<file path="config.mk">
export PLATFORM = sky130hd
export DESIGN_NAME = can_err_tracker
export DESIGN_NICKNAME = d
export VERILOG_FILES = /design/src/rtl/can_err_pkg.sv /design/src/rtl/can_err_classify.sv /design/src/rtl/can_err_escalate.sv /design/src/rtl/can_sat_counter.sv /design/src/rtl/can_err_tracker.sv
export SDC_FILE = /design/constraint.sdc
export NUM_CORES = 1
export LEC_CHECK = 0
export BUFFER_PORTS_ARGS = -buffer_cell sky130_fd_sc_hd__buf_2
export CORE_ASPECT_RATIO = 1.4
export CORE_MARGIN = 1.5
export CORE_UTILIZATION = 57
export CTS_CLUSTER_SIZE = 16
export DETAILED_ROUTE_END_ITERATION = 8
export GPL_TIMING_DRIVEN = 0
export PLACE_DENSITY = 0.81
export SETUP_SLACK_MARGIN = 0.1
export SYNTH_ARGS = -nofsm -noshare
export SYNTH_HDL_FRONTEND = slang
export SYNTH_HIERARCHICAL = 1
export SYNTH_SLANG_ARGS = --single-unit
</file>
<file path="constraint.sdc">
create_clock -name clk -period 2.6 [get_ports clk]
set_input_delay 0.78 -clock clk [delete_from_list [all_inputs] [get_ports clk]]
set_output_delay 0.78 -clock clk [all_outputs]
set_load 0.01 [all_outputs]
</file>
<file path="src/rtl/can_err_pkg.sv">
package can_err_pkg;
  typedef enum logic [1:0] {
    ST_ACTIVE  = 2'd0,
    ST_WARNING = 2'd1,
    ST_PASSIVE = 2'd2,
    ST_BUSOFF  = 2'd3
  } err_state_t;

  localparam int FLAG_W   = 8;
  localparam int DETAIL_W = 5;
  localparam int CLASS_W  = 2;

  // flag bit positions (decoded by behaviour)
  localparam int F_ANYWARN = 0;
  localparam int F_RXWARN  = 1;
  localparam int F_TXWARN  = 2;
  localparam int F_RXPASS  = 3;
  localparam int F_TXPASS  = 4;
  localparam int F_BUSOFF  = 5;
  localparam int F_OVF0    = 6;
  localparam int F_OVF1    = 7;

  // detail bit positions
  localparam int D_RXWARN = 0;
  localparam int D_TXWARN = 1;
  localparam int D_RXPASS = 2;
  localparam int D_TXPASS = 3;
  localparam int D_OVF    = 4;

  // class bit positions
  localparam int C_CTRL   = 0;
  localparam int C_BUSOFF = 1;
endpackage

</file>
<file path="src/rtl/can_err_classify.sv">
module can_err_classify
  import can_err_pkg::*;
(
  input  logic [FLAG_W-1:0]   flags,
  output err_state_t          nxt_state,
  output logic [CLASS_W-1:0]  cls,
  output logic [DETAIL_W-1:0] detail,
  output logic [1:0]          ovf_hits
);
  logic any_ovf;

  always_comb begin
    detail    = '0;
    cls       = '0;
    nxt_state = ST_ACTIVE;
    if (flags[F_BUSOFF]) begin
      nxt_state        = ST_BUSOFF;
      cls[C_BUSOFF]    = 1'b1;
    end else if (flags[F_TXPASS]) begin
      nxt_state        = ST_PASSIVE;
      detail[D_TXPASS] = 1'b1;
    end else if (flags[F_RXPASS]) begin
      nxt_state        = ST_PASSIVE;
      detail[D_RXPASS] = 1'b1;
    end else if (flags[F_TXWARN]) begin
      nxt_state        = ST_WARNING;
      detail[D_TXWARN] = 1'b1;
    end else if (flags[F_RXWARN]) begin
      nxt_state        = ST_WARNING;
      detail[D_RXWARN] = 1'b1;
    end
    any_ovf        = flags[F_OVF0] | flags[F_OVF1];
    detail[D_OVF]  = any_ovf;
    cls[C_CTRL]    = any_ovf | (nxt_state == ST_WARNING) | (nxt_state == ST_PASSIVE);
    ovf_hits       = {1'b0, flags[F_OVF0]} + {1'b0, flags[F_OVF1]};
  end
endmodule

</file>
<file path="src/rtl/can_err_escalate.sv">
module can_err_escalate
  import can_err_pkg::*;
(
  input  err_state_t prev_state,
  input  err_state_t nxt_state,
  output logic       warn_inc,
  output logic       pass_inc
);
  logic from_active, from_low, to_warn_up, to_pass_up;

  always_comb begin
    from_active = (prev_state == ST_ACTIVE);
    from_low    = (prev_state == ST_ACTIVE) | (prev_state == ST_WARNING);
    to_warn_up  = (nxt_state != ST_ACTIVE);
    to_pass_up  = (nxt_state == ST_PASSIVE) | (nxt_state == ST_BUSOFF);
    // fall-through: a jump from active to passive counts in both
    warn_inc    = from_active & to_warn_up;
    pass_inc    = from_low & to_pass_up;
  end
endmodule

</file>
<file path="src/rtl/can_sat_counter.sv">
module can_sat_counter #(
  parameter int W      = 32,
  parameter int STEP_W = 2
) (
  input  logic              clk,
  input  logic              rst_n,
  input  logic              clr,
  input  logic              en,
  input  logic [STEP_W-1:0] step,
  output logic [W-1:0]      cnt
);
  localparam logic [W-1:0] MAXV = {W{1'b1}};

  logic [W-1:0] cnt_q, cnt_d;
  logic [W:0]   sum;
  logic         cnt_en;

  always_comb begin
    sum    = {1'b0, cnt_q} + {{(W+1-STEP_W){1'b0}}, step};
    cnt_en = clr | en;
    if (clr)
      cnt_d = '0;
    else if (sum[W])
      cnt_d = MAXV;
    else
      cnt_d = sum[W-1:0];
  end

  always_ff @(posedge clk or negedge rst_n) begin
    if (!rst_n)
      cnt_q <= '0;
    else if (cnt_en)
      cnt_q <= cnt_d;
  end

  assign cnt = cnt_q;

  assert_no_wrap_R9: assert property (@(posedge clk) disable iff (!rst_n)
    !clr |=> cnt_q >= $past(cnt_q));
  assert_clear_zero_R9: assert property (@(posedge clk) disable iff (!rst_n)
    clr |=> cnt_q == '0);
endmodule

</file>
<file path="src/rtl/can_err_tracker.sv">
module can_err_tracker
  import can_err_pkg::*;
#(
  parameter int CNT_W = 32
) (
  input  logic                clk,
  input  logic                rst_n,
  input  logic                flag_valid,
  input  logic [7:0]          flag_byte,
  input  logic                auto_restart_en,
  input  logic                stat_clear,
  output logic [1:0]          state,
  output logic                evt_valid,
  output logic [1:0]          evt_class,
  output logic [4:0]          evt_detail,
  output logic                clr_valid,
  output logic [7:0]          clr_mask,
  output logic                sleep_req,
  output logic [CNT_W-1:0]    warn_cnt,
  output logic [CNT_W-1:0]    pass_cnt,
  output logic [CNT_W-1:0]    ovf_cnt,
  output logic [CNT_W-1:0]    rxerr_cnt
);
  localparam int N_CNT = 4;

  err_state_t          state_q, state_d, c_state;
  logic [CLASS_W-1:0]  c_cls, cls_q, cls_d;
  logic [DETAIL_W-1:0] c_detail, det_q, det_d;
  logic [1:0]          c_ovf;
  logic                evt_q, evt_d, clr_q, clr_d, halt_q, halt_d;
  logic [FLAG_W-1:0]   mask_q, mask_d;
  logic                eval_go, rec_en, warn_inc, pass_inc;
  logic                cnt_en  [N_CNT];
  logic [1:0]          cnt_step[N_CNT];
  logic [CNT_W-1:0]    cnt_val [N_CNT];

  can_err_classify u_cls (
    .flags    (flag_byte),
    .nxt_state(c_state),
    .cls      (c_cls),
    .detail   (c_detail),
    .ovf_hits (c_ovf)
  );

  can_err_escalate u_esc (
    .prev_state(state_q),
    .nxt_state (c_state),
    .warn_inc  (warn_inc),
    .pass_inc  (pass_inc)
  );

  always_comb begin
    eval_go = flag_valid & ~halt_q;
    rec_en  = eval_go;
    state_d = eval_go ? c_state : state_q;
    evt_d   = eval_go & (c_cls != '0);
    clr_d   = eval_go & (flag_byte != '0);
    cls_d   = c_cls;
    det_d   = c_detail;
    mask_d  = flag_byte;
    halt_d  = halt_q | (eval_go & (c_state == ST_BUSOFF) & ~auto_restart_en);
    cnt_en[0]   = eval_go & warn_inc;
    cnt_step[0] = 2'd1;
    cnt_en[1]   = eval_go & pass_inc;
    cnt_step[1] = 2'd1;
    cnt_en[2]   = eval_go & (c_ovf != 2'd0);
    cnt_step[2] = c_ovf;
    cnt_en[3]   = eval_go & (c_ovf != 2'd0);
    cnt_step[3] = c_ovf;
  end

  always_ff @(posedge clk or negedge rst_n) begin
    if (!rst_n) begin
      state_q <= ST_ACTIVE;
      evt_q   <= 1'b0;
      clr_q   <= 1'b0;
      halt_q  <= 1'b0;
    end else begin
      state_q <= state_d;
      evt_q   <= evt_d;
      clr_q   <= clr_d;
      halt_q  <= halt_d;
    end
  end

  always_ff @(posedge clk or negedge rst_n) begin
    if (!rst_n) begin
      cls_q  <= '0;
      det_q  <= '0;
      mask_q <= '0;
    end else if (rec_en) begin
      cls_q  <= cls_d;
      det_q  <= det_d;
      mask_q <= mask_d;
    end
  end

  for (genvar g = 0; g < N_CNT; g++) begin : g_cnt
    can_sat_counter #(.W(CNT_W), .STEP_W(2)) u_cnt (
      .clk  (clk),
      .rst_n(rst_n),
      .clr  (stat_clear),
      .en   (cnt_en[g]),
      .step (cnt_step[g]),
      .cnt  (cnt_val[g])
    );
  end

  assign state      = state_q;
  assign evt_valid  = evt_q;
  assign evt_class  = cls_q;
  assign evt_detail = det_q;
  assign clr_valid  = clr_q;
  assign clr_mask   = mask_q;
  assign sleep_req  = halt_q;
  assign warn_cnt   = cnt_val[0];
  assign pass_cnt   = cnt_val[1];
  assign ovf_cnt    = cnt_val[2];
  assign rxerr_cnt  = cnt_val[3];

  assert_state_hold_R2: assert property (@(posedge clk) disable iff (!rst_n)
    !flag_valid |=> $stable(state_q));
  assert_detail_onehot_R5: assert property (@(posedge clk) disable iff (!rst_n)
    $onehot0(c_detail[3:0]));
  assert_clear_mask_R7: assert property (@(posedge clk) disable iff (!rst_n)
    (flag_valid && !halt_q && flag_byte != 8'h00) |=> (clr_q && mask_q == $past(flag_byte)));
  assert_halt_sticky_R8: assert property (@(posedge clk) disable iff (!rst_n)
    halt_q |=> (halt_q && $stable(state_q) && !evt_q && !clr_q));
  assert_halt_busoff_R8: assert property (@(posedge clk) disable iff (!rst_n)
    halt_q |-> state_q == ST_BUSOFF);
  assert_evt_follows_strobe_R10: assert property (@(posedge clk) disable iff (!rst_n)
    evt_q |-> $past(flag_valid));
endmodule

</file>
; After elaboration in Yosys (flattened, before gate mapping)
; Index checks and enable logic that the tools add are counted.
; Widths: inputs -> output; s select.
[totals]
ff_bits = 148
latch_bits = 0
ramBits = 0
mem_bits_ro = 0
inputBits = 13
output_inout_bits = 148
n_memories = 0
[classes]
n_addsub = 5
multipliers = 0
div = 0
magnitude_cmp = 0
eq_ne = 4
shifts = 0
n_mux = 22
bitwise = 21
reduce_logical = 5
[ops]
columns = operator, count
row1 = $mux 32, 8
row2 = $add 32x1->33 const B, 2
row3 = $add 32x2->33, 2
row4 = $and 1x1->1, 10
row5 = $mux 2, 5
row6 = $or 1x1->1, 9
row7 = $reduce_bool 8->1, 1
row8 = $mux 1, 7
row9 = $reduce_bool 2->1, 3
row10 = $eq 2x1->1 const B, 2
row11 = $eq 2x2->1 const B, 2
row12 = $mux 4, 1
row13 = $mux 3, 1
row14 = $add 1x1->2, 1
row15 = $logic_not 2->1, 1
row16 = $not 1->1, 2

; Depth between registers and ports, before layout
; Gate-level depths: netlist of run 1.
[depth]
ltp_word = 10
depth_mapped = 11
depth_no_buf = 11

; Hierarchy
; Netlist of run 1, hierarchy kept.
[modules_own_cells]
columns = module, n_inst, cells_each, area_each_um2, seq_area_each_um2
row1 = can_sat_counter, 4, 233, 2019.4, 800.8
row2 = can_err_tracker, 1, 55, 853.3, 500.5
row3 = can_err_classify, 1, 18, 122.6, 0.0
row4 = can_err_escalate, 1, 3, 20.0, 0.0

; Least setup slack after synthesis of run 1
; OpenSTA, ideal clock, no wires.
[synth_timing]
kind = input to register
startpoint = input flag_byte[6]
endpoint = register g_cnt[2].u_cnt.cnt_q[1]
setup_ps = 96
arrival_time_ps = 3046
t_required_ps = 2504
setup_slack_ps = -542
cell_stages = 10
path_buffers = 1
cell_sequence = inv_1 > ha_1 > ha_1 > inv_1 > fa_1 > and3b_1 > nand3_1 > or4_4 > buf_6 > a311oi_2
[synth_between]
elab_chain_len = 4
[synth_lines]
columns = element, line_no
row1 = from (decl), can_err_tracker.sv:9  ; input logic [7:0] flag_byte,
row2 = $add 1x1->2 (*), can_err_classify.sv:35  ; ovf_hits = {1'b0, flags[F_OVF0]} + {1'b0, flags[F_OVF1]};
row3 = via c_ovf[0], can_err_tracker.sv:29  ; logic [1:0] c_ovf;
row4 = $add 32x2->33 or $reduce_bool 2->1 (tied branches), "can_sat_counter.sv:19, can_err_tracker.sv:66"
row5 = $mux 32 or $and 1x1->1 (tied branches), "can_sat_counter.sv:23, can_err_tracker.sv:66"
row6 = $mux 32 or $or 1x1->1 (tied branches), "can_sat_counter.sv:21, can_sat_counter.sv:20"
row7 = to (signal assigned), can_sat_counter.sv:33  ; cnt_q <= cnt_d;
row8 = to (decl), can_sat_counter.sv:14  ; logic [W-1:0] cnt_q, cnt_d;
; Mark *: on every way through the listed nets, which the timed path passes. The rest lies on a longest branch.
; A chain may end at the register's enable or synchronous reset.

; Final worst setup path of run 1
[layout_timing]
startpoint = input flag_byte[7]
endpoint = register g_cnt[3].u_cnt.cnt_q[30]
[layout_between]
elab_chain_len = 4
[layout_lines]
columns = element, line_no
row1 = $add 1x1->2 (*), can_err_classify.sv:35
row2 = via c_ovf[0], can_err_tracker.sv:29
row3 = $add 32x2->33 or $reduce_bool 2->1 (tied branches), "can_sat_counter.sv:19, can_err_tracker.sv:68"
row4 = $mux 32 or $and 1x1->1 (tied branches), "can_sat_counter.sv:23, can_err_tracker.sv:68"
row5 = $mux 32 or $or 1x1->1 (tied branches), "can_sat_counter.sv:21, can_sat_counter.sv:20"
row6 = to (signal assigned), can_sat_counter.sv:33
row7 = to (decl), can_sat_counter.sv:14
; Marked as above.

==> impl.org, run 1 <==
** Outcome
- Outcome :: complete, but fails checks
- The checks that failed: negative setup slack.

** Route
- Post-route antenna net violation count :: 0
- The first routing iteration left 1024 violations.
- Number of iterations in the first detailed-routing pass :: 6
- Routed length per placed instance :: 20.4 um
- Wires add up to a little under 30 mm.
- Dividing the detail-routed via count by the number of cells gives about 6.5.
- Total via count in the routed design :: between 9000 and 10000
- For this run, design rule violations remaining after detail routing come to 0.

** Layout
- Ant diodes :: 0
- Layout Nets :: 1274
- Cells fill 78.0% of the core in the end.
- Ratio of cells with drive above 1 in the final layout :: 40.2%
- Synthesis-to-layout area growth :: 34.2%

** GRT
- Largest net degree at the start of global routing :: 76
- Number of antenna violations at the first check in global routing :: 0
- The first global-routing pass estimated 44.9 mm of wire.
- Remaining global-route overflow :: 0
- Total global-route track usage :: between 30% and 40%
- The via count of the first global-routing pass is 8950.

** Synthesis
- For this run, the number of Yosys warnings is 6.
- Number of flops mapped to enable cells by yosys :: 0
- Number of distinct library cells after synthesis :: 55
- Counting every instance in the synthesized netlist gives ~1000.
- Sequential cell area fraction in the yosys report :: around two fifths
- Counting flops and latches in the post-synthesis netlist gives roughly 150.
- Ys async rst share :: 100%
- The mapped netlist covers 9070 sq um.
- Most frequently used flop master after synthesis :: dfrtp_1
- Average footprint of a synthesized cell :: approximately 9 sq um

** STA
- Number of max-slew violations in the final report :: 0
- At the pin with the least slew margin, the transition time is 800 ps.
- Worst-case setup margin in the final layout :: -168 ps
- The worst pin sits at a relative slew slack of 46.1%.
- Achievable frequency :: between 300 and 400 MHz
- The smallest clock period supported by the final layout is computed as 2770 ps.
- Clock skew on the completed layout was measured at about 9.6 ps.
- Setup repair after global routing could not meet its margin everywhere.
- Setup-violating endpoint count in the final report :: 56
- The hold violation total from the final report is 0.
- The final critical path takes up 106% of the cycle.

** CTS
- CTS placed an instance of clkbuf_16 at the clock tree root.
- The clock reaches the later pin of the worst-skew pair after around 430 ps.
- Quantity of hold-fixing buffers added after cts :: 0
- TritonCTS built the clock tree.
- Clock sink count :: between 100 and 150
- The longest clock path from root to sink contains 2 buffers.
- The clock tree synthesis step divided the H-tree into 4 levels.
- Clock-pin slew was measured on the worst setup and hold paths at ~60 ps.
- Number of clock buffers inserted by TritonCTS :: 17

** Floorplan
- I/O pin cnt :: 161
- The region available for standard cell placement spans 15600 sq um.
- The floorplan step set the die height to around 150 um.
- Initial core utilization :: ~58%
- The die covers around 17000 sq um.
- From left edge to right edge, the die measures roughly 110 um.
- The initialized floorplan defines 54 standard-cell rows.

** Placement
- Number of buffers added on ports :: between 150 and 200
- GP Congestion :: 0.882
- Half-perimeter wire length of the detailed placement result :: about 19 mm

** Power
- Total power per unit cell area :: between 400 and 500 nW/um^2
- Summed over all cells, the static leakage comes to between 5 and 6 nW.
- The design draws 5.34 mW.
- Worst ir drop on vdd :: 0.412 mV

** Flow run
- Number of max-cap violations :: 0

** Setup path
- Worst Path Required :: about 3000 ps
- Crit. Startpoint :: flag_byte[7]
- Reg-to-reg critical path startpoint :: g_cnt[3].u_cnt/cnt[6]
- Classification of the worst setup path :: in -> reg
- Highest net fanout along the worst path :: 10
- Worst Path Arrival :: ~3100 ps
- The worst setup path is captured at a flop.
- The worst setup path is launched from an input port.

** Hold path
- The worst hold path belongs to the class in -> async.
[layout make-up]
class	instances	area, sq um
clock inverter	10	80.1
sequential	148	3710
multi-input combinational	732	5650
tap	196	245
buffer	52	348
inverter	80	313
timing repair buffer	216	1350
fill	1030	3430
clock buffer	22	484
[kinds of logic (layout without fill, tap and decap cells)]
kind of cell / after synthesis / after routing / share of synthesized area, %
buffers and inverters: 132 / 380 / 6.48
flip-flops: 148 / 148 / 40.8
adder cells (fa/ha/maj): 14 / 14 / 2.26
AND/OR/NAND/NOR: 451 / 451 / 28.6
AO/OA/AOI/OAI: 228 / 228 / 17.3
XOR/XNOR: 4 / 4 / 0.386
other: 2 / 6 / 0.0828
multiplexers: 29 / 29 / 4.05
[cell usage in the layout (no fill, tap or decap), types with 9 or more instances in the layout]
cell	instances
a31oi_1	23
buf_2	160
dfrtp_1	146
mux2_4	15
nand2_1	47
o21ai_0	39
and2_1	16
clkbuf_16	19
clkbuf_1	20
nor3_1	45
a211oi_2	24
mux2i_1	12
o21ai_2	9
nand4_1	44
nor3_2	20
buf_6	21
a211oi_1	23
o21bai_1	12
nor4_4	11
buf_4	52
nor4_2	10
nor2_1	89
nor4_1	14
and4_1	12
a21oi_2	12
nand3_1	32
a21oi_1	25
inv_1	74
and3_1	10
[routing by layer]
metal,GRT usage [%],share of wire [%],vias up
met3,6.89,8.3,114
li1,-,-,4214
met1,41.1,37,4589
met2,55.8,50,568
met5,0,0,-
met4,18.9,4.4,0
[state kept, by name, indices dropped and copies added (netlist names)]
name / flops
evt_valid: 1
state: 2
evt_class: 2
clr_valid: 1
g_cnt.u_cnt/cnt: 128
evt_detail: 5
sleep_req: 1
clr_mask: 8
[final timing paths]
| kind | cells past startpoint | endpoint | slack [ps] |
|---|---|---|---|
| worst max register to register | 7 | g_cnt[3].u_cnt/cnt[31] | 50 |
| max in group asynchronous | 2 | g_cnt[2].u_cnt/cnt[3] | 1420 |
| min in group clk | 1 | clr_mask[1] | 510 |
| worst max-delay path | 12 | g_cnt[3].u_cnt/cnt[30] | -170 |
| worst min register to register | 1 | clr_mask[1] | 510 |
| worst min-delay path | 1 | g_cnt[0].u_cnt/cnt[0] | 370 |
[worst max-delay path: stages]
cell and delay (ps):
buf_8 90, inv_6 30, ha_4 290, ha_4 130, inv_2 30, fa_2 360, and3b_2 310, nand3_4 130
or4_4 530, buf_8 170, and3_4 170, nor3_2 90
[synthesized netlist by cell type, drive strengths merged, types with 2 or more instances]
library cell	number	area share, %
xnor2	4	0.39
dfrtp	148	41
and4	20	2.0
o21a	4	0.33
fa	4	0.88
o21ai	57	3.1
nand3b	4	0.33
and3	20	1.4
a21boi	4	0.33
a31oi	24	1.7
a21o	4	0.33
or3	13	0.95
conb	2	0.083
o21ba	4	0.44
ha	10	1.4
or2	8	0.55
and3b	4	0.39
a311oi	4	0.66
buf	24	2.0
o41a	4	0.50
nor4	35	3.1
nand3	36	2.0
mux2	17	2.7
nor3b	6	0.55
a211oi	48	4.4
nor2b	6	0.41
mux2i	12	1.3
inv	80	3.3
o21bai	12	0.99
nand2	52	2.2
a21oi	37	2.0
a221oi	12	1.2
clkbuf	28	1.2
nor2	97	4.0
nand4	48	3.6
a31o	12	1.2
and2	16	1.1
or4	12	1.3
nor3	69	4.1
and4b	4	0.44
[through the flow]
| stage | std cells | area (sq um) | worst slack (ps) | TNS [ps] | hold slack, ps |
|---|---|---|---|---|---|
| 2_1_floorplan | 1012 | 9470 | -324 | -11960 | 484 |
| 3_3_place_gp | 1368 | 10500 | -1500 | -283370 | 478 |
| 3_5_place_dp | 1369 | 10500 | -895 | -66410 | 493 |
| 4_1_cts | 1425 | 11500 | -110 | -1980 | 397 |
| 5_1_grt | 1456 | 12200 | -232 | -8540 | 439 |
| 6_report | 1456 | 12200 | -168 | -5430 | 371 |
[power breakdown]
group | internal (mW) | switching, mW | leakage, nW | total, mW
logic | 0.232 | 0.264 | 2.97 | 0.497
clock network | 1.41 | 0.983 | 0.281 | 2.39
registers | 2.39 | 0.0623 | 2.02 | 2.46
total | 4.03 | 1.31 | 5.28 | 5.34
[timing repair]
item | 4_1_cts | 5_1_grt
pin swaps | 22 | 50
setup buffers | 23 | 28
gates cloned | 1 | 3
endpoints found under the setup margin | 124 | 118
gates resized for setup | 72 | 100
endpoints found under the hold margin | 0 | 0
No activity file was read; power rests on OpenSTA's default activity.
==> run 2: changes to the inputs <==
--- a/config.mk
+++ b/config.mk
@@ -13,6 +13,7 @@
 export DETAILED_ROUTE_END_ITERATION = 8
 export GPL_TIMING_DRIVEN = 0
 export PLACE_DENSITY = 0.81
+export REMOVE_ABC_BUFFERS = 1
 export SETUP_SLACK_MARGIN = 0.1
 export SYNTH_ARGS = -nofsm -noshare
 export SYNTH_HDL_FRONTEND = slang
==> impl.org, run 2 (synthesis results as in run 1) <==
** STA
- Worst-case headroom to the max-slew limit :: 42.1%
- Setup repair after global routing could not meet its margin everywhere.
- Setup violations remaining at the end of the flow were counted as 44.
- For the finished layout, the period the worst path requires is 2750 ps.
- Achievable frequency :: about 360 MHz
- The number of max-slew violations in the final report is 0.
- Setup total negative slack on the finished layout was measured at -2400 ps.
- Of the available clock period, the critical path in the final layout requires 106%.
- Across all setup checks in the final design, the least slack found is -152 ps.
- Worst hold slack across all endpoints :: ~390 ps
- The hold violation total from the final report came to 0.
- At the pin with the least slew margin, the transition time is between 800 and 900 ps.
- For the final database, setup skew stands at about 12 ps.

** CTS
- Clk_lat worst skew :: roughly 430 ps
- Maximum number of buffers from clock root to sink :: 2
- Buffers inserted to repair hold after CTS numbered 0.
- CTS built an H-tree with a depth of 4.
- CTS placed an instance of clkbuf_16 at the clock tree root.
- Clock sink count :: about 150
- Clock-pin slew of the registers on the worst-case setup and hold paths :: 60 ps
- CTS tree :: yes
- Number of clock buffers inserted by TritonCTS :: 17

** GRT
- Number of antenna violations at the first check in global routing :: 1
- Global routing used between 40% and 50% of the available met1 tracks.
- Vias in the first global route :: between 8000 and 9000
- Global routing used 53.3% of the available met2 tracks.
- Largest net degree at the start of global routing :: 80
- After global routing the overflow that remains totals 0.
- met2 is the most crowded layer.
- The first global-routing pass estimated about 43 mm of wire.
- Global routing used under 10% of the available met3 tracks.
- Global routing used 32.3% of the available tracks across all layers.

** Power
- In this run the static leakage power is around 5.1 nW.
- Worst ir drop on vdd :: ~0.36 mV
- Share of power burned in the clock network :: about 47%
- Of the total power, combinational logic draws approximately 8.6%.
- For this design the ratio of total power to cell area is about 460 nW/um^2.
- Sequential share of power :: 44.6%
- Net switching power :: ~1.3 mW
- Design internal power :: between 4 and 5 mW
- Sw Ratio :: roughly a quarter

** Setup path
- R2R depth :: 8
- The worst setup path is captured at a flop.
- The critical path starts at flag_byte[6].
- Worst setup SP type :: input port
- Reg-to-reg critical path startpoint :: sleep_req
- Highest net fanout along the worst path :: 4
- FF-to-FF setup slack :: roughly 30 ps
- The critical path is of the in -> reg type.
- In this run the critical register-to-register path is captured at g_cnt[3].u_cnt/cnt[14].
- Data on the critical path is required at its endpoint by between 2000 and 3000 ps.
- For the worst setup path, the data arrival time is a little over 3000 ps.

** Layout
- The library cell used most frequently in the layout, excluding fill and tap cells, is buf_2.
- Leaving out fill and tap cells, the most frequent cells in the layout are buf_2, dfrtp_1, nor2_1, inv_1, o21ai_0.
- Ratio of cells with drive above 1 in the final layout :: 37.6%
- Ant diodes :: 0
- The register with the most flip-flops in the layout has 128 of them.
- After filler insertion, the fill cell instance count of the layout stands at about 1000.
- From synthesis to final layout, the design area changed by 31.3%.
- For this run, the post-layout net count is about 1200.

** Placement
- Once detailed placement completed, the half-perimeter wirelength came to 16.1 mm.
- The count of buffers added on input and output ports is 160.
- GP Congestion :: ~0.82

** Route
- Dividing the detail-routed wire length by the instance count gives about 20 um.
- Total via count in the routed design :: slightly above 9000
- Dividing the detail-routed via count by the number of cells gives about 6.6.
- Number of iterations in the first detailed-routing pass :: 5
- Violation count after the first detailed-routing iteration :: roughly 950
- Post-route antenna net violation count :: 0
- Post-detailed-route DRC marker count :: 0
- After detailed routing, the total wire length is ~28 mm.

** Floorplan
- # rows :: 54
- For this configuration, the core starts out at a cell density of approximately 58%.
- The floorplan step defined a die boundary enclosing between 15000 and 20000 sq um.
- Die Span X :: roughly 110 um
- Measured along the y axis, the die boundary spans approximately 150 um.
- I/O pin cnt :: about 160
- CORE AREA :: 15600 sq um

** Outcome
- Violations in the final reports :: negative setup slack
- The run finished, with violations left.

** Hold path
- The min-delay analysis places its worst path in the category in -> async.

** Flow run
- Across the run, the number of max-cap violations was 0.
-- run 2: cell count changes in the layout (fill, tap and decap cells not counted), moves of 6 or more --
cell,delta
clkbuf_1,-18
o21ai_0,+14
buf_4,-10
a211oi_1,+9
buf_2,-9
a211oi_2,-8
clkbuf_2,-8
o21ai_2,-8
buf_6,-7
or4_4,+6
-- run 2: final cells by class --
type	count	area (sq um)	area share, %
multi-input cells	738	5580	46.9
inverters	80	309	2.59
clock buffers	23	488	4.10
repair buffers	218	1460	12.2
clock inverters	9	125	1.05
flip-flops and latches	148	3700	31.1
well taps	196	245	2.06
-- run 2: repair_timing --
| action | 4_1_cts | 5_1_grt |
|---|---|---|
| setup endpoints to repair | 128 | 109 |
| gates cloned | 6 | 1 |
| buffers inserted | 35 | 18 |
| gates resized for setup | 95 | 89 |
| pin swaps | 61 | 49 |
-- run 2: worst max-delay path by stage --
stage	end	slack, ps	cells past startpoint
after floorplan	g_cnt[2].u_cnt/cnt[20]	-1850	9
after global routing	g_cnt[3].u_cnt/cnt[14]	-190	11
after detailed placement	g_cnt[0].u_cnt/cnt[24]	-1340	12
after CTS	g_cnt[2].u_cnt/cnt[15]	-50	12
final	g_cnt[3].u_cnt/cnt[14]	-150	11
after global placement	g_cnt[3].u_cnt/cnt[24]	-3640	10
-- run 2: power groups by stage --
stage                     registers (mW)  clock network (mW)  logic (mW)
after floorplan                     2.53                   0       0.165
after global placement              2.50                   0       0.421
after detailed placement            2.50                   0       0.442
after CTS                           2.46                2.61       0.466
after global routing                2.47                2.72       0.517
final                               2.46                2.58       0.476
-- run 2: per-stage QoR --
step / power (mW) / area, sq um / cells / util [%] / setup WS [ps]
2_1_floorplan: 2.69 / 8800 / 960 / - / -1850
3_3_place_gp: 2.92 / 9850 / 1316 / 63.1 / -3640
3_5_place_dp: 2.94 / 9990 / 1321 / 64.0 / -1340
4_1_cts: 5.53 / 11400 / 1394 / 73.0 / -48.2
5_1_grt: 5.71 / 11900 / 1412 / 76.3 / -193
6_report: 5.52 / 11900 / 1412 / 76.3 / -152
-- run 2: worst max-delay path, cell delays in order --
cell and delay, ps:
buf_8 90, inv_4 30, ha_4 280, ha_4 140, inv_2 40, fa_2 350, nand3b_1 220, or3_4 450
nor3_4 290, and4_1 280, nor3_2 60
-- run 2: routing by layer --
layer | wire length (um) | part of all wire (%) | up-vias
li1 | - | - | 4134
met1 | 11000 | 39 | 4510
met2 | 14500 | 51 | 549
met3 | 2100 | 7.4 | 78
met4 | 722 | 2.5 | 2
met5 | 7 | 0.025 | -
==> run 3: changes to the inputs <==
--- a/config.mk
+++ b/config.mk
@@ -12,6 +12,7 @@
 export CTS_CLUSTER_SIZE = 16
 export DETAILED_ROUTE_END_ITERATION = 8
 export GPL_TIMING_DRIVEN = 0
+export MAX_ROUTING_LAYER = met4
 export PLACE_DENSITY = 0.81
 export REMOVE_ABC_BUFFERS = 1
 export SETUP_SLACK_MARGIN = 0.1
==> impl.org, run 3 (synthesis results as in run 1) <==
** Floorplan
- Pin placement for this block handled roughly 160 I/O pins.
- Once the floorplan was initialized, standard cells occupied between 50% and 60% of the core.
- The total area inside the core boundary comes to 15600 sq um.
- # rows :: 54
- The die is around 110 um wide.
- The floorplan step defined a die boundary enclosing approximately 17000 sq um.
- Measured along the y axis, the die boundary spans between 150 and 200 um.

** Setup path
- For the worst setup path, the data arrival time is a little over 3000 ps.
- The worst setup path is captured at a flop.
- For this run, the slowest stage of the critical path takes between 400 and 500 ps.
- Reg-to-reg critical path startpoint :: sleep_req
- Worst setup SP type :: input port
- The slowest stage of the critical path is the or3_4 cell.
- Worst Path Required :: 2870 ps
- Most repeated library cell on the critical path :: ha_4
- Classification of the worst setup path :: in -> reg
- Crit. Startpoint :: flag_byte[6]
- Highest net fanout along the worst path :: 4
- Cell breakdown of the critical path :: buf_8, inv_4, ha_4, ha_4, inv_2, fa_2, nand3b_1, or3_4, nor3_4, and4_1, nor3_2

** STA
- Based on the critical path, the design can be clocked at up to 364 MHz.
- Setup violations remaining at the end of the flow were counted as 40.
- Share of the cycle needed by the critical path after routing :: 106%
- After layout, the worst setup slack is -148 ps.
- Setup repair after global routing could not meet its margin everywhere.
- Worst hold slack across all endpoints :: approximately 390 ps
- Clock Skew :: 17.1 ps
- The number of max-slew violations in the final report is 0.
- Headroom to the max-slew limit came out at 42.2%.
- Final count of hold timing violations :: 0
- Final critical delay including setup and external delays :: about 2700 ps
- Transition time at the pin with the least slew margin :: approximately 860 ps

** Layout
- The area growth from synthesis to layout is 31.7%.
- In the final layout, the share of cells above drive strength 1 is between 30% and 40%.
- The register with the most flip-flops in the layout has approximately 130 of them.
- Layout Nets :: around 1200
- The library cell used most frequently in the layout, excluding fill and tap cells, is buf_2.
- The filler cells instantiated in the layout total ~1000.
- Top library cells by usage in the layout, fill and taps aside :: buf_2, dfrtp_1, nor2_1, inv_1, o21ai_0

** CTS
- CTS tree :: yes
- After clock tree synthesis, the clock-pin slew on the worst setup and hold paths is approximately 60 ps.
- Max H-tree Level :: 4
- Clock sink count :: approximately 150
- Clock tree synthesis selected as its root buffer the cell clkbuf_16.
- Quantity of hold-fixing buffers added after cts :: 0
- The later pin in the worst-skew pair is clocked with a latency of around 440 ps.
- The clock passes through at most 2 buffers.
- In this run, CTS created clock tree buffers numbering 17.

** Power
- Leakage power :: just over 5 nW
- Total power of the final layout :: between 5 and 6 mW
- VDD sags by at most roughly 0.36 mV.
- Total power per unit cell area :: approximately 460 nW/um^2

** GRT
- Remaining global-route overflow :: 0
- Vias in the first global route :: between 8000 and 9000
- The first global-routing pass estimated around 43 mm of wire.
- The number of antenna violations at the first check in global routing was 1.
- Largest net degree at the start of global routing :: 80
- For this run, the total global-route usage over all layers was measured as between 30% and 40%.

** Route
- For this run, the detailed router's first-pass iteration total came to 6.
- Post-route antenna net violation count :: 0
- Dividing the detail-routed via count by the number of cells gives 6.64.
- Violation count after the first detailed-routing iteration :: 1127
- After detailed routing, the average wire length per cell comes to ~20 um.
- Total Routed Length :: around 29 mm
- After detailed routing, the number of remaining DRC violations is 0.
- Total via count in the routed design :: between 9000 and 10000

** Outcome
- The checks that failed: negative setup slack.
- The flow ran to the end, but the final reports show violations.

** Placement
- Half-perimeter wire length of the detailed placement result :: around 16 mm
- Input and output buffers added on the ports amount to 160.
- Routability-driven placement finished with a final weighted congestion of 0.837.

** Hold path
- Class of the tightest hold or removal check :: in -> async

** Flow run
- The tool flagged a number of max-cap violations equal to 0.
-- run 3: cell types whose count changed in the layout (fill, tap and decap cells not counted), sizes merged --
cell and delta:
diode +1
-- run 3: worst paths after layout --
| kind | cells past startpoint | to | slack [ps] |
|---|---|---|---|
| min in group clk | 1 | sleep_req | 510 |
| worst min register to register | 1 | sleep_req | 510 |
| worst max-delay path | 11 | g_cnt[3].u_cnt/cnt[14] | -150 |
| worst max register to register | 8 | g_cnt[3].u_cnt/cnt[14] | 30 |
| worst min-delay path | 1 | g_cnt[3].u_cnt/cnt[15] | 390 |
| max in group asynchronous | 2 | g_cnt[0].u_cnt/cnt[16] | 1400 |
-- run 3: cell type report --
cell class	instances	area (sq um)	share of cell area [%]
Multi-Input combinational cell	738	5620	47.0
Clock buffer	23	488	4.08
Timing Repair Buffer	218	1460	12.2
Inverter	80	309	2.59
Tap cell	196	245	2.05
Antenna cell	1	2.50	0.0209
Clock inverter	9	125	1.05
Sequential cell	148	3700	31.0
-- run 3: report_power, final --
group	internal [mW]	total, mW	switching (mW)
clock	1.61	2.60	0.992
sequential	2.39	2.46	0.0691
combinational	0.231	0.477	0.246
total	4.23	5.54	1.31
-- run 3: stage by stage --
step                      setup slack [ps]  instance area [sq um]  instances  util [%]  TNS (ps)
after global placement               -3640                   9850       1316      63.1   -504670
after floorplan                      -1850                   8800        960         -   -107740
after detailed placement             -1340                   9990       1321      64.0    -93970
final                                 -148                  12000       1413      76.6     -2410
after global routing                  -196                  12000       1413      76.6     -5880
after CTS                            -48.2                  11400       1394      73.0      -485
-- run 3: layer usage --
| layer | vias up | track usage [%] | wire length [um] |
|---|---|---|---|
| met5 | - | - | 0 |
| met1 | 4559 | 40.5 | 11000 |
| met4 | 0 | 14.2 | 829 |
| met3 | 96 | 6.16 | 2140 |
| li1 | 4144 | - | - |
| met2 | 582 | 53.4 | 14600 |
-- run 3: what timing repair did --
item | 4_1_cts | 5_1_grt
gates resized for setup | 95 | 96
setup endpoints to repair | 128 | 109
gates cloned | 6 | 1
setup buffers | 35 | 18
pin swaps | 61 | 55
-- run 3: critical path, delay by kind of cell --
kind | cells | cell delay [ps]
adder cells (fa/ha/maj) | 3 | 770
AND/OR/NAND/NOR | 5 | 1290
buffers and inverters | 3 | 160
